**src/rtl/barrier_pkg.sv**
```systemverilog
package barrier_pkg;

    // The two gates; exactly one is open at any time.
    typedef struct packed {
        logic intake_open;
        logic release_open;
    } gates_t;

    localparam gates_t GATES_RESET = '{intake_open: 1'b1, release_open: 1'b0};

endpackage

```
**src/rtl/barrier_pick.sv**
```systemverilog
// Fixed-priority one-hot picker: the lowest set index wins.
module barrier_pick #(
    parameter int N = 8
) (
    input  logic [N-1:0] cand,
    output logic [N-1:0] grant,
    output logic         any
);
    generate
        for (genvar i = 0; i < N; i++) begin : g_bit
            if (i == 0) begin : g_first
                assign grant[i] = cand[i];
            end else begin : g_rest
                assign grant[i] = cand[i] & ~(|cand[i-1:0]);
            end
        end
    endgenerate

    assign any = |cand;
endmodule

```
**src/rtl/barrier_gate_ctl.sv**
```systemverilog
// Arrival counter with its intake and release gates.
module barrier_gate_ctl
    import barrier_pkg::*;
#(
    parameter int N  = 8,
    parameter int CW = $clog2(N + 1)
) (
    input  logic          clk,
    input  logic          rst_n,
    input  logic          take_arrival,
    input  logic          take_departure,
    output logic [CW-1:0] cnt,
    output gates_t        gates
);
    localparam logic [CW-1:0] FULL = CW'(N);
    localparam logic [CW-1:0] ONE  = CW'(1);

    typedef struct packed {
        logic [CW-1:0] cnt;
        gates_t        g;
    } st_t;

    st_t st_d, st_q;

    always_comb begin
        st_d = st_q;
        if (take_arrival && st_q.g.intake_open) begin
            st_d.cnt = st_q.cnt + ONE;
            if (st_q.cnt + ONE == FULL) begin
                st_d.g.intake_open  = 1'b0;
                st_d.g.release_open = 1'b1;
            end
        end else if (take_departure && st_q.g.release_open) begin
            st_d.cnt = st_q.cnt - ONE;
            if (st_q.cnt == ONE) begin
                st_d.g.release_open = 1'b0;
                st_d.g.intake_open  = 1'b1;
            end
        end
    end

    always_ff @(posedge clk) begin
        if (!rst_n) begin
            st_q.cnt <= '0;
            st_q.g   <= GATES_RESET;
        end else begin
            st_q <= st_d;
        end
    end

    assign cnt   = st_q.cnt;
    assign gates = st_q.g;
endmodule

```
**src/rtl/barrier_sync.sv**
```systemverilog
// Counting barrier for N processors with req/ack handshakes.
module barrier_sync
    import barrier_pkg::*;
#(
    parameter int N = 8
) (
    input  logic         clk,
    input  logic         rst_n,
    input  logic [N-1:0] req,
    output logic [N-1:0] ack
);
    localparam int CW = $clog2(N + 1);

    typedef struct packed {
        logic [N-1:0] counted;
        logic [N-1:0] ack;
    } proc_t;

    proc_t         pr_d, pr_q;
    logic [CW-1:0] cnt;
    gates_t        gates;
    logic          intake_open;
    logic          release_open;
    logic [N-1:0]  arr_cand, arr_grant;
    logic [N-1:0]  dep_cand, dep_grant;
    logic          arr_any, dep_any;

    assign intake_open  = gates.intake_open;
    assign release_open = gates.release_open;

    assign arr_cand = intake_open  ? (req & ~pr_q.counted & ~pr_q.ack) : '0;
    assign dep_cand = release_open ? pr_q.counted : '0;

    barrier_pick #(.N(N)) u_arr_pick (
        .cand (arr_cand),
        .grant(arr_grant),
        .any  (arr_any)
    );

    barrier_pick #(.N(N)) u_dep_pick (
        .cand (dep_cand),
        .grant(dep_grant),
        .any  (dep_any)
    );

    barrier_gate_ctl #(.N(N), .CW(CW)) u_gate (
        .clk           (clk),
        .rst_n         (rst_n),
        .take_arrival  (arr_any),
        .take_departure(dep_any),
        .cnt           (cnt),
        .gates         (gates)
    );

    always_comb begin
        pr_d         = pr_q;
        pr_d.counted = (pr_q.counted | arr_grant) & ~dep_grant;
        pr_d.ack     = dep_grant | (pr_q.ack & req);
    end

    always_ff @(posedge clk) begin
        if (!rst_n) begin
            pr_q <= '0;
        end else begin
            pr_q <= pr_d;
        end
    end

    assign ack = pr_q.ack;
endmodule

```
**config.mk**
```make
export PLATFORM = sky130hd
export DESIGN_NAME = barrier_sync
export DESIGN_NICKNAME = d
export VERILOG_FILES = /design/src/rtl/barrier_pkg.sv /design/src/rtl/barrier_pick.sv /design/src/rtl/barrier_gate_ctl.sv /design/src/rtl/barrier_sync.sv
export SDC_FILE = /design/constraint.sdc
export NUM_CORES = 1
export LEC_CHECK = 0
export ABC_AREA = 1
export BUFFER_PORTS_ARGS = -buffer_cell sky130_fd_sc_hd__buf_2
export CELL_PAD_IN_SITES_DETAIL_PLACEMENT = 1
export CELL_PAD_IN_SITES_GLOBAL_PLACEMENT = 2
export CORE_AREA = 3 3 73 75
export CTS_CLUSTER_SIZE = 14
export DETAILED_ROUTE_END_ITERATION = 10
export DIE_AREA = 0 0 76 78
export GPL_TIMING_DRIVEN = 1
export PLACE_DENSITY = 0.81
export SYNTH_ARGS = -nofsm -noshare
export SYNTH_HDL_FRONTEND = slang
export SYNTH_SLANG_ARGS = --single-unit
```
**constraint.sdc**
```tcl
create_clock -name clk -period 1.55 [get_ports clk]
set_clock_uncertainty 0.2 [all_clocks]
set_input_delay 0.31 -clock clk [delete_from_list [all_inputs] [get_ports clk]]
set_output_delay 0.31 -clock clk [all_outputs]
set_load 0.03 [all_outputs]
```
==> out/metrics.cfg <==
[run_status]
status=complete, but fails checks
violations=setup timing

[synth]
synth_cells=182
synth.top_cell.area_share_pct=33.7
synth_simple_gate_area_share_pct=37.9
yosysSeqAreaShare_pct=33.7
yosysWarningCount=0
synth_fa_ha_area_share_pct=2.87
synth_compound_area_share_pct=10.1
syn-num-nets=195
synth_xor_area_share_pct=2.68
yosysTopAreaCell=dfxtp_1
muxShareOfSynthArea_pct=0
postSynthAreaPerCell_um2=7.18
yosys-top-cells-area=dfxtp_1 (34%), nand2_1 (8.3%), nor2_1 (6.6%), a21oi_1 (6.1%), nand2_2 (5.7%)
ys_ff_latch=22
synth_top_family_by_area=simple AND/OR/NAND/NOR gates
ys_types=28
syn-cell-area_um2=1310

[min_path]
hold_end=ack[2]
hp-start=req[2]
hp-class=input pin to register
hold_depth=3

[pwr]
peakVddDrop_mv=0.394
p_per_area_nw_per_um2=765
p_leak_uw=0.000880

[setup_path]
crit_top_cell=nand2_4
timing.rr.end=u_gate.cnt[3]
r2r_slack_ns=-0.15
worst-r2r-cell-count=11
crit_path_top_delay_cell=dfxtp_4
reg2reg_from=u_gate.gates[1]
start_kind=register
path_class=register to register
crit_required_ns=1.53
crit_path_end_kind=register
critPathMaxFanout=6
cp_data_arrival_time_ns=1.68
path_cells=buf_6 -> nand2_4 -> inv_2 -> nand2_4 -> nand2_4 -> nor2_8 -> nand2_4 -> clkinvlp_4 -> nor2_2 -> nor3_2 -> nor2_1
max_stage_delay_ns=0.38

[die]
core_um2=4720
num_io_pins=18
dieArea_um2=5930
initial_core_util_pct=27.7
rows=25
die_h_um=78
die_w_um=76

[global_routing]
antenna_found_initial=0
grt_pass1_wl_um=6170
grt_pass1_vias=1355
grtUsageTotal_pct=13.1
grt_max_degree=14
grt_overflow_total=0

[clocking]
cts_made_buffers=3
cts.clk_slew.worst_paths_ns=0.09
cts-hold-fix-buffers=0
cts.path.max_buffers=2
cts-root-buf=clkbuf_8
insertion_delay_ns=0.28
cts_tree=built
cts.sink_count=22
h-tree-depth=1

[routing]
drc=0
vias=1312
dr.pass1.iters=4
viasPerCell=4.54
antenna_left=0
wire_per_inst_um=13.1
first_iter_violations=24
finalWirelength_um=3790

[layout]
multiInputGateArea_um2=880
postLayoutCellArea_um2=1900
final_nets=236
antenna_cells=0
areaGrowthSynthToFinish_pct=45.5
final_cells=289
final_layout_size_suffix_gt1_share_pct=49.1
fillers=597
register_area_um2=445

[placement]
dp_slack_ns=-0.295
io_buffers=17
place.gp.congestion=0.827
dp_hpwl_um=2480
dpl.cell_count=276
placed_area_um2=1560

[run]
maxCapViolations=0

[sta]
timing.fmax_ghz=0.589
hold_viol=0
max_slew_margin_pct=74.3
tightestPinTransition_ns=0.386
period_needed_ns=1.70
setup_viol=11
slew_violations=0
rsz0062_at_grt=true
whs_ns=0.0840
layout_worst_path_cycle_share_pct=110
layout_setup_ws_ns=-0.149

[worst max-delay path: cells and delay by family (launching register included)]
| family | cells | cell delay (ns) |
|---|---|---|
| and+or+nand+nor | 8 | 0.73 |
| DFF | 1 | 0.38 |
| buffers and inverters | 3 | 0.30 |
[cell type report]
type,instances,area share (%)
Clock buffer,3,2.17
Clock inverter,1,1.58
Inverter,20,4.15
Multi-Input combinational cell,129,46.3
Sequential cell,22,23.4
Tap cell,67,4.41
Timing Repair Buffer,47,18.0
[where the power goes]
part	internal [uW]	switching, uW
Combinational	124	159
Clock	346	214
Sequential	585	25.0
Total	1060	398
[kinds of logic after synthesis]
logic type	count (synthesis)
buffers and inverters	32
and+or+nand+nor	95
DFF	22
AOI/OAI and AO/OA	26
adders and majority gates	3
xor gates and xnor gates	4
[worst max path at each step]
stage,startpoint,endpoint,slack [ns],depth (start not counted)
after floorplan,u_gate.gates[1],u_gate.cnt[2],0.03,10
after global placement,u_gate.gates[1],u_gate.gates[1],-0.25,11
after detailed placement,u_gate.gates[1],u_gate.cnt[3],-0.29,7
after CTS,u_gate.gates[1],u_gate.gates[1],-0.05,11
after global routing,u_gate.gates[1],u_gate.cnt[3],-0.24,11
final,u_gate.gates[1],u_gate.cnt[3],-0.15,11
[routing by layer]
metal | vias to the layer above | wire, um | track usage, %
met2 | 18 | 1970 | 23.6
met4 | 0 | 98 | 5.80
met1 | 626 | 1600 | 14.6
li1 | 661 | - | -
met5 | - | 0 | 0
met3 | 7 | 114 | 3.13
[state kept, by name, summed over array words and instances, names as in the netlist]
name,cells
u_gate.cnt,4
u_gate.gates,2
ack,8
pr_q,8
[synth_stat cells, drive strengths merged]
master	number
inv	19
nor2	26
nor4	1
o21ai	9
clkinv	1
nand2	44
buf	12
nor3	5
xor2	4
a31oi	1
ha	3
a21oi	16
nand4	2
nand3b	1
nand3	15
nor3b	1
dfxtp	22
[cells in the final DEF, fill, tap and decap left out]
| cell | count |
|---|---|
| inv_2 | 7 |
| buf_6 | 5 |
| clkinvlp_4 | 1 |
| nand3_2 | 7 |
| nand2_2 | 12 |
| clkbuf_8 | 3 |
| nor3b_1 | 1 |
| dfxtp_4 | 1 |
| nor2_4 | 2 |
| nand3_1 | 5 |
| nand4_1 | 2 |
| nor3_1 | 2 |
| nand2_1 | 23 |
| o21ai_2 | 5 |
| dfxtp_2 | 1 |
| a21oi_2 | 1 |
| buf_4 | 24 |
| a31oi_1 | 1 |
| nor3_2 | 3 |
| nor4_4 | 1 |
| nand3b_1 | 1 |
| nand3_4 | 4 |
| nor2_1 | 20 |
| nand2_4 | 9 |
| nor2_8 | 1 |
| bufinv_16 | 1 |
| a21oi_1 | 15 |
| o21ai_1 | 4 |
| buf_2 | 17 |
| xor2_1 | 4 |
| buf_12 | 1 |
| inv_1 | 12 |
| dfxtp_1 | 20 |
| ha_1 | 3 |
| nor2_2 | 3 |
[per-stage QoR]
step | total power (uW) | util [%] | TNS [ns]
after floorplan | 767 | - | 0
after global placement | 850 | 33.1 | -1.65
after detailed placement | 853 | 33.1 | -2.18
after CTS | 1430 | 37.3 | -0.165
after global routing | 1530 | 40.2 | -1.86
final | 1450 | 40.2 | -0.885
[repair_timing]
action / in CTS / in global routing
resized for setup: 21 / 29
pin swaps: 9 / 18
setup buffers: 5 / 3
gates cloned: 1 / 0
setup endpoints to repair: 12 / 15
Note: power is estimated with default switching activity, not from simulation.
